==> src/rtl/exu_mon_pkg.sv <==
package exu_mon_pkg;
  localparam int IDLE_BKT_WIDTH = 5;
  localparam int IDLE_BKT_LIMIT = 75;
  localparam int IDLE_BINS      = IDLE_BKT_LIMIT / IDLE_BKT_WIDTH + 1;
  localparam int BKT_W          = $clog2(IDLE_BINS);
  localparam int RUN_W          = $clog2(IDLE_BKT_LIMIT + 1);

  // Map an idle-run length to its bin; long runs go to the last bin.
  function automatic logic [BKT_W-1:0] idle_bucket(input logic [RUN_W-1:0] len);
    if (len >= RUN_W'(IDLE_BKT_LIMIT))
      return BKT_W'(IDLE_BINS - 1);
    return BKT_W'(len / RUN_W'(IDLE_BKT_WIDTH));
  endfunction
endpackage

==> src/rtl/exu_sat_counter.sv <==
module exu_sat_counter #(
  parameter int W = 16
) (
  input  logic         clk,
  input  logic         rst,
  input  logic         clr,
  input  logic         inc,
  output logic [W-1:0] q
);
  always_ff @(posedge clk) begin
    if (rst || clr)
      q <= '0;
    else if (inc && (q != '1))
      q <= q + 1'b1;
  end
endmodule

==> src/rtl/exu_mem_credit.sv <==
module exu_mem_credit #(
  parameter int W = 4
) (
  input  logic         clk,
  input  logic         rst,
  input  logic         clr,
  input  logic         inc,
  input  logic         idle,
  output logic         consume,
  output logic [W-1:0] q
);
  always_comb consume = idle && (q != '0);

  always_ff @(posedge clk) begin
    if (rst || clr)
      q <= '0;
    else begin
      unique case ({inc, consume})
        2'b10:   if (q != '1) q <= q + 1'b1;
        2'b01:   q <= q - 1'b1;
        default: q <= q;
      endcase
    end
  end
endmodule

==> src/rtl/exu_idle_run.sv <==
module exu_idle_run
  import exu_mon_pkg::*;
(
  input  logic             clk,
  input  logic             rst,
  input  logic             clr,
  input  logic             active,
  output logic             prev_active,
  output logic             record,
  output logic [BKT_W-1:0] bucket,
  output logic [RUN_W-1:0] run_len
);
  always_comb begin
    record = active && !prev_active;
    bucket = idle_bucket(run_len);
  end

  always_ff @(posedge clk) begin
    if (rst || clr) begin
      prev_active <= 1'b0;
      run_len     <= '0;
    end else begin
      prev_active <= active;
      if (record)
        run_len <= '0;
      else if (!active && (run_len != '1))
        run_len <= run_len + 1'b1;
    end
  end
endmodule

==> src/rtl/exu_util_monitor.sv <==
module exu_util_monitor
  import exu_mon_pkg::*;
#(
  parameter int NUM_SIMD = 4,
  parameter int CNT_W    = 16,
  parameter int CRED_W   = 4,
  localparam int NUM_UNITS = NUM_SIMD + 2,
  localparam int OFS_BUSY  = 3,
  localparam int OFS_STALL = OFS_BUSY + NUM_UNITS,
  localparam int OFS_BHIST = OFS_STALL + NUM_UNITS,
  localparam int BUSY_BINS = NUM_UNITS + 1,
  localparam int OFS_IHIST = OFS_BHIST + BUSY_BINS,
  localparam int OFS_CRED  = OFS_IHIST + IDLE_BINS,
  localparam int NUM_REGS  = OFS_CRED + 2,
  localparam int ADDR_W    = $clog2(NUM_REGS)
) (
  input  logic                 clk,
  input  logic                 rst,
  input  logic                 sw_clear,
  input  logic [NUM_UNITS-1:0] slot_valid,
  input  logic [NUM_SIMD-1:0]  simd_ready,
  input  logic                 gm_credit_inc,
  input  logic                 lm_credit_inc,
  input  logic [ADDR_W-1:0]    rd_addr,
  output logic [NUM_UNITS-1:0] slot_clear,
  output logic [CNT_W-1:0]     rd_data
);
  localparam int GM_IDX = NUM_SIMD;
  localparam int LM_IDX = NUM_SIMD + 1;
  localparam int BUSY_W = $clog2(BUSY_BINS);

  logic [BUSY_W-1:0] busy_cnt;
  logic              any_issue;
  logic              prev_active;
  logic              idle_record;
  logic [BKT_W-1:0]  idle_bkt;
  logic [RUN_W-1:0]  run_len;
  logic              gm_take, lm_take;
  logic [CRED_W-1:0] gm_credit_q, lm_credit_q;
  logic [OFS_CRED-1:0] cnt_inc;
  logic [CNT_W-1:0]    cnt_q [OFS_CRED];

  // Slots are always accepted: ready follows valid in the same cycle.
  always_comb begin
    slot_clear = slot_valid;
    busy_cnt   = BUSY_W'($countones(slot_valid));
    any_issue  = |slot_valid;
  end

  exu_idle_run u_run (
    .clk(clk), .rst(rst), .clr(sw_clear), .active(any_issue),
    .prev_active(prev_active), .record(idle_record),
    .bucket(idle_bkt), .run_len(run_len)
  );

  exu_mem_credit #(.W(CRED_W)) u_gm_cred (
    .clk(clk), .rst(rst), .clr(sw_clear), .inc(gm_credit_inc),
    .idle(!slot_valid[GM_IDX]), .consume(gm_take), .q(gm_credit_q)
  );

  exu_mem_credit #(.W(CRED_W)) u_lm_cred (
    .clk(clk), .rst(rst), .clr(sw_clear), .inc(lm_credit_inc),
    .idle(!slot_valid[LM_IDX]), .consume(lm_take), .q(lm_credit_q)
  );

  // Global cycle and transition events.
  always_comb begin
    cnt_inc[0] = any_issue;
    cnt_inc[1] = !any_issue;
    cnt_inc[2] = prev_active && !any_issue;
  end

  // Per-unit busy and stall events.
  for (genvar u = 0; u < NUM_UNITS; u++) begin : g_unit
    assign cnt_inc[OFS_BUSY + u] = slot_valid[u];
    if (u < NUM_SIMD) begin : g_simd
      assign cnt_inc[OFS_STALL + u] = !slot_valid[u] && simd_ready[u];
    end else if (u == GM_IDX) begin : g_gm
      assign cnt_inc[OFS_STALL + u] = gm_take;
    end else begin : g_lm
      assign cnt_inc[OFS_STALL + u] = lm_take;
    end
  end

  // Busy-count histogram.
  for (genvar b = 0; b < BUSY_BINS; b++) begin : g_bhist
    assign cnt_inc[OFS_BHIST + b] = (busy_cnt == BUSY_W'(b));
  end

  // Idle-run-length histogram.
  for (genvar k = 0; k < IDLE_BINS; k++) begin : g_ihist
    assign cnt_inc[OFS_IHIST + k] = idle_record && (idle_bkt == BKT_W'(k));
  end

  for (genvar c = 0; c < OFS_CRED; c++) begin : g_cnt
    exu_sat_counter #(.W(CNT_W)) u_cnt (
      .clk(clk), .rst(rst), .clr(sw_clear), .inc(cnt_inc[c]), .q(cnt_q[c])
    );
  end

  // Read port.
  always_comb begin
    rd_data = '0;
    for (int k = 0; k < OFS_CRED; k++)
      if (rd_addr == ADDR_W'(k)) rd_data = cnt_q[k];
    if (rd_addr == ADDR_W'(OFS_CRED))     rd_data = CNT_W'(gm_credit_q);
    if (rd_addr == ADDR_W'(OFS_CRED + 1)) rd_data = CNT_W'(lm_credit_q);
  end
endmodule

==> config.mk <==
export PLATFORM = sky130hd
export DESIGN_NAME = exu_util_monitor
export DESIGN_NICKNAME = d
export VERILOG_FILES = /design/src/rtl/exu_mon_pkg.sv /design/src/rtl/exu_sat_counter.sv /design/src/rtl/exu_mem_credit.sv /design/src/rtl/exu_idle_run.sv /design/src/rtl/exu_util_monitor.sv
export SDC_FILE = /design/constraint.sdc
export NUM_CORES = 2
export LEC_CHECK = 0
export ABC_AREA = 1
export BUFFER_PORTS_ARGS = -buffer_cell sky130_fd_sc_hd__buf_2
export CELL_PAD_IN_SITES_DETAIL_PLACEMENT = 0
export CELL_PAD_IN_SITES_GLOBAL_PLACEMENT = 1
export CORE_MARGIN = 1.5
export CORE_UTILIZATION = 46
export CTS_CLUSTER_DIAMETER = 100
export DETAILED_ROUTE_END_ITERATION = 7
export PLACE_DENSITY = 0.8
export RECOVER_POWER = 25
export SETUP_SLACK_MARGIN = 0.02
export SLEW_MARGIN = 20
export SYNTH_ARGS = -nofsm -noshare
export SYNTH_HDL_FRONTEND = slang
export SYNTH_SLANG_ARGS = --single-unit
==> constraint.sdc <==
create_clock -name clk -period 4.9 [get_ports clk]
set_input_delay 0.245 -clock clk [delete_from_list [all_inputs] [get_ports clk]]
set_output_delay 0.245 -clock clk [all_outputs]
set_load 0.02 [all_outputs]
Word level (Yosys, flattened, before mapping) --
Index checks and enable logic that the tools add are counted.
Storage, ports and cells: logic and storage cells 329, output and inout bits 22, bits in registers 624, bits of input ports 21
Operators by class: order comparisons 1, multiplexer cells 47, add/subtract/negate cells 48, div/mod/pow operators 1, reductions and logical operators 83, equality and inequality tests 107
Operators with widths (number):
- $mux W16 | 40
- $add A16 B1 Y16 const B | 38
- $ne A16 B16 Y1 const B | 38
- $eq A6 B5 Y1 const B | 16
- $logic_and A1 B1 Y1 | 63
- $eq A6 B4 Y1 const B | 8
- $eq A6 B6 Y1 const B | 8
- $eq A4 B4 Y1 const B | 8
- $eq A6 B3 Y1 const B | 4
- $eq A4 B3 Y1 const B | 4
- $mux W4 | 4
- $pmux W4 S2 | 2
- $eq A6 B2 Y1 const B | 2
- $eq A3 B3 Y1 const B | 3
- $add A4 B1 Y4 const B | 2
- $eq A4 B2 Y1 const B | 2
- $logic_not A1 Y1 | 8
- $ne A4 B4 Y1 const B | 2
- $reduce_bool A4 Y1 | 2
- $sub A4 B1 Y4 const B | 2
- $add A7 B1 Y7 const B | 1
- $div A7 B3 Y7 const B | 1
- $ge A7 B7 Y1 const B | 1
- $ne A7 B7 Y1 const B | 1
- other kinds (19) | 27

Longest topological paths before layout --
depth after elaboration 41, gate-level depth with buffers 30, gate-level depth less buffers 30

Hierarchy --
Synthesis repeated with hierarchy kept, for this count alone.
Second synthesis, totals: cells, all modules 7155, area, all modules 43395.4 µm²
Modules (own cells, without submodules):
- exu_sat_counter | sequential area each 320.3 µm², times used 38, cells each 149, area an instance 950.9 µm²
- exu_util_monitor | sequential area each 0.0 µm², times used 1, cells each 1292, area an instance 5925.7 µm²
- exu_idle_run | sequential area each 160.2 µm², times used 1, cells each 113, area an instance 724.4 µm²
- exu_mem_credit | sequential area each 80.1 µm², times used 2, cells each 44, area an instance 305.3 µm²

Worst setup path before layout --
OpenSTA, ideal clock, no wires.
path kind input -> register, from in slot_valid[0], to reg g_cnt[18].u_cnt.q[13], buffers on the path 0, arrival time 3.861 ns, cell stages on the path 21, data required time 4.781 ns, setup time 0.119 ns, path slack 0.920 ns, cells stage by stage fa_1 -> inv_1 -> fa_1 -> inv_1 -> ha_1 -> fa_1 -> inv_1 -> nand3_1 -> nor2_1 -> inv_1 -> o21ai_0 -> inv_1 -> nor2_1 -> nand3_1 -> nor3_1 -> inv_1 -> nor3_1 -> nand4_1 -> or2_2 -> o21ai_0 -> a21oi_1
Between the ends: word-level cells in the longest chain between the ends 5
RTL lines:
- from (decl) | RTL line exu_util_monitor.sv:20 | input logic [NUM_UNITS-1:0] slot_valid,
- $add A1 B1 Y2 (implied by the code) | RTL line exu_util_monitor.sv:46 | busy_cnt = BUSY_W'($countones(slot_valid));
- $add A2 B2 Y3 (implied by the code) | RTL line exu_util_monitor.sv:46
- $add A3 B2 Y3 (implied by the code) | RTL line exu_util_monitor.sv:46
- $eq A3 B2 Y1 | RTL line exu_util_monitor.sv:87 | assign cnt_inc[OFS_BHIST + b] = (busy_cnt == BUSY_W'(b));
- $logic_and A1 B1 Y1 | RTL line exu_sat_counter.sv:13 | else if (inc && (q != '1))
- to (signal assigned) | RTL line exu_sat_counter.sv:14 | q <= q + 1'b1;
- to (decl) | RTL line exu_sat_counter.sv:8 | output logic [W-1:0] q
No other way between the ends. A chain may end at the register's enable or synchronous reset.

Worst setup path after layout --
from reg g_cnt[1].u_cnt.q[8], to out rd_data[8]
Between the ends: word-level cells in the longest chain between the ends 39
RTL lines:
- from (decl) | RTL line exu_sat_counter.sv:8
- from (signal assigned) | RTL line exu_sat_counter.sv:14
- $mux W16 (37 in a row) | RTL line exu_util_monitor.sv:105 | if (rd_addr == ADDR_W'(k)) rd_data = cnt_q[k];
- $mux W16 | RTL line exu_util_monitor.sv:106 | if (rd_addr == ADDR_W'(OFS_CRED)) rd_data = CNT_W'(gm_credit_q);
- $mux W16 | RTL line exu_util_monitor.sv:107 | if (rd_addr == ADDR_W'(OFS_CRED + 1)) rd_data = CNT_W'(lm_credit_q);
- to (decl) | RTL line exu_util_monitor.sv:26 | output logic [CNT_W-1:0] rd_data
No other way between the ends.

==> qor.txt <==
LAYOUT
-------------------------------------------------------------------------------------------
Fraction of final layout cells with drive strength greater than 1                     5.63%
Number of inserted filler cells in the final layout                                   7,725
Post-synthesis to final-layout area growth                                            10.9%
Leading cell type in the layout, fill and taps excluded                        sky130_fd_sc_hd__nand2_1
Layout Nets                                                                           5,510
Antenna diode count                                                                       0
Commonest cells after routing, fill and taps aside                             1,118 x sky130_fd_sc_hd__nand2_1, 821 x sky130_fd_sc_hd__inv_1, 624 x sky130_fd_sc_hd__dfxtp_1, 552 x sky130_fd_sc_hd__nor2_1, 487 x sky130_fd_sc_hd__a21oi_1
Layout Cells excl Fill                                                                6,458

SYNTHESIS
-------------------------------------------------------------------------------------------
Number of nets in the synthesized netlist                                             5,474
Share of flip-flops with an asynchronous set or reset                                    0%
Number of distinct library cells after synthesis                                         59
Count of yosys warnings during synthesis                                                  0
Number of flip-flops and latches in the synthesized netlist                             624
Syn_area_per_cell                                                                6.46 sq um
Main flop type after synthesis                                                 sky130_fd_sc_hd__dfxtp_1
Number of standard cells after synthesis                                              5,399
EDFF count, synth                                                                         0
Sequential share of the synthesized area                                              35.8%
Cell Area, Synth                                                               34,900 sq um

CLOCK TREE
-------------------------------------------------------------------------------------------
Inserted Clock Buffers                                                                   75
Num Clock Sinks                                                                         624
Clock slew at the register clock pins of the worst setup and hold paths             0.06 ns
CTS max path bufs                                                                         3
H-tree lvl count                                                                          3
TritonCTS clock tree                                                                    yes
Cell chosen for the clock root                                                 sky130_fd_sc_hd__clkbuf_16
Clock latency reported for the late side of the worst-skew pair                     0.63 ns

PLACE
-------------------------------------------------------------------------------------------
Placement-stage worst setup slack                                                  0.129 ns
Placed wire-length estimate after detailed placement                              85,400 um
Placer congestion estimate                                                            0.944
Cell count after placement                                                            6,325
Quantity of I/O buffers inserted on ports                                                42

SETUP PATH
-------------------------------------------------------------------------------------------
Category of the most critical setup path                                       register to output port
Worst setup slack for register-to-register paths                                    0.68 ns
Arrival time of data at the critical path endpoint                                  4.52 ns
FF-to-FF Start                                                                 u_run.run_len[4]$_SDFFE_PP0P_
Kind of start point of the critical path                                           register
Type of destination of the critical path                                        output port
Master of the slowest instance on the critical path                            sky130_fd_sc_hd__nor3_1
Required time worst endpoint                                                        4.66 ns
Capture point of the critical path                                               rd_data[8]
Critical Path Source                                                           g_cnt[1].u_cnt.q[8]$_SDFFE_PP0P_
Critical Path Max Stage Delay                                                       0.41 ns
Worst Reg-to-Reg Cells                                                                   24
Critical path's most frequent cell                                             sky130_fd_sc_hd__nand4_1
CP cell instances                                                              inv_1, o21ai_0, nor2_1, nand4_1, nand2_1, nand4_1, nor2_1, nand3_1, nor3_1, nand4_1, nor2_1, nand4_1, nor2_1, nand4_1, nand2_1, nand4_1, nand2_1, nand4_1, nand2_1, nand3_1, nand2_1, inv_1, buf_2
Capture point of the worst reg-to-reg path                                     g_cnt[22].u_cnt.q[9]$_SDFFE_PP0P_
Critical path fanouts, max                                                                3

TIMING
-------------------------------------------------------------------------------------------
Minimum clock period after layout                                                   4.77 ns
Final Hold Viols                                                                          0
Final number of max-transition violations                                                 0
Worst slew slack as a fraction of its limit                                           17.6%
Final-layout worst hold slack                                                     0.0843 ns
Worst clock skew on the final layout                                              0.0151 ns
Setup-violating endpoint count in the final report                                        0
Top achievable clock speed                                                        0.210 GHz
RSZ-0062 raised after global routing                                                     no
Sum of negative setup slack                                                            0 ns
Tcrit/Tclk final                                                                      97.3%
Minimum setup slack in the final design                                            0.132 ns
Transition time at the pin with the least slew margin                               1.24 ns

JOB
-------------------------------------------------------------------------------------------
Max-capacitance violation count                                                           0

FLOORPLAN
-------------------------------------------------------------------------------------------
Starting Density                                                                      46.7%
Boundary pin count                                                                       43
Overall die width                                                                    278 um
Height of the die                                                                    278 um
Core outline area                                                              74,700 sq um
Site Rows                                                                               100
Die outline area                                                               77,500 sq um

GLOBAL ROUTE
-------------------------------------------------------------------------------------------
Number of global-route vias before repair                                            32,300
Fraction of met2 tracks used by global routing                                        44.7%
Met1 track demand over resource in global routing                                     41.2%
Number of antenna violations at the first check in global routing                         1
GR peak layer                                                                          met2
GRT Residual Overflow                                                                     0
Global routing usage summed across all routing layers                                 28.6%
Met3 track demand over resource in global routing                                     3.83%
Largest net degree at the start of global routing                                       204
Wire length of the first global-routing pass                                     178,000 um

DETAILED ROUTING
-------------------------------------------------------------------------------------------
Number of design-rule violations left by the first detailed-router iteration          2,720
DR vias                                                                              35,200
DRC errors left                                                                           0
WL final                                                                         112,000 um
Antenna-violating nets left                                                               0
Vias per std cell                                                                      5.45
First-pass iteration count of the detailed router                                         6
Detailed-route wire length per cell                                                 17.3 um

HOLD PATH
-------------------------------------------------------------------------------------------
Depth of the worst hold-timing path                                                       5
Path category of the worst min-delay check                                     input port to register

OUTCOME
-------------------------------------------------------------------------------------------
Outcome                                                                        finished, final reports clean

POWER AND IR DROP
-------------------------------------------------------------------------------------------
Power per unit of standard cell area                                            294 nW/um^2
Peak ir drop on the vdd network                                                    0.261 mV
Leakage Power                                                                       12.4 nW

[cell type report]
cell class                 count  area, sq um  area share, %
timing repair buffer          94          601           1.55
clock inverter                22          290          0.751
clock buffer                 109         2170           5.60
inverter                     850         3200           8.28
sequential                   624        12500           32.3
multi-input combinational   3790        18700           48.4
tap                          969         1210           3.14
[how the worst min path moves through the flow]
stage	startpoint	endpoint	slack [ns]
finish	lm_credit_inc	u_lm_cred.q[3]$_SDFFE_PP0P_	0.08
global route	lm_credit_inc	u_lm_cred.q[1]$_SDFFE_PP0P_	0.10
CTS	lm_credit_inc	u_lm_cred.q[1]$_SDFFE_PP0P_	0.06
detailed placement	g_cnt[16].u_cnt.q[14]$_SDFFE_PP0P_	g_cnt[16].u_cnt.q[14]$_SDFFE_PP0P_	0.45
global placement	g_cnt[16].u_cnt.q[14]$_SDFFE_PP0P_	g_cnt[16].u_cnt.q[14]$_SDFFE_PP0P_	0.44
floorplan	g_cnt[16].u_cnt.q[14]$_SDFFE_PP0P_	g_cnt[16].u_cnt.q[14]$_SDFFE_PP0P_	0.43
[through the flow]
stage / power [mW] / utilization, % / area, sq um
final: 11.4 / 51.8 / 38700
after CTS: 11.5 / 51.7 / 38600
after global routing: 11.7 / 51.8 / 38700
after global placement: 5.77 / 48.4 / 36200
after detailed placement: 5.78 / 48.4 / 36200
after floorplan: 5.58 / - / 34900
[power breakdown]
part | internal [mW] | switching, mW | leakage [nW]
clock network | 3.38 | 2.32 | 1.21
logic | 0.142 | 0.406 | 6.20
registers | 5.10 | 0.0277 | 5.03
total | 8.62 | 2.75 | 12.4
[kinds of logic after synthesis]
group	count (synthesis)	share of synthesized area [%]
fa+ha+maj	54	2.04
simple gates	2669	34.5
xor+xnor	46	1.16
buf+inv	985	10.7
flops	624	35.8
compound gates	1021	15.7
[per-layer routing]
layer	wire length, um	vias up
met5	0	-
met4	2800	0
met3	6260	162
met2	48700	917
met1	54000	16200
li1	-	18000
[sequential cells by signal (all words and copies together) (netlist names)]
signal             flops
g_cnt.u_cnt.q        608
u_gm_cred.q            4
u_lm_cred.q            4
u_run.prev_active      1
u_run.run_len          7
[worst max-delay path: cells and delay by family (launching register included)]
kind	cells	cell delay, ns
flops	1	0.31
compound gates	1	0.12
buf+inv	3	0.27
simple gates	19	3.20
[cells in the mapped netlist (all sizes together) (6+ instances only)]
library cell | n | area, sq um
clkbuf | 114 | 428
ha | 49 | 613
o21a | 46 | 345
nor4 | 90 | 584
xnor2 | 12 | 105
nor3b | 72 | 571
nor2 | 578 | 2220
or2 | 9 | 56.3
and3 | 16 | 100
o21ai | 388 | 1950
clkinv | 8 | 32.5
a31oi | 33 | 206
inv | 842 | 3160
nor3 | 329 | 1690
nand4 | 209 | 1310
buf | 21 | 115
a211oi | 29 | 218
xor2 | 34 | 298
o22ai | 6 | 37.5
nand3 | 230 | 1180
a21oi | 488 | 2450
nand2 | 1132 | 4290
dfxtp | 624 | 12500
[repair_timing]
| action | in CTS | in global routing |
|---|---|---|
| setup buffers | 0 | 2 |
| endpoints found under the setup margin | 0 | 9 |
| gates resized for setup | 0 | 10 |
| hold buffers | 0 | 0 |
Power figures use the tool's default switching activity.
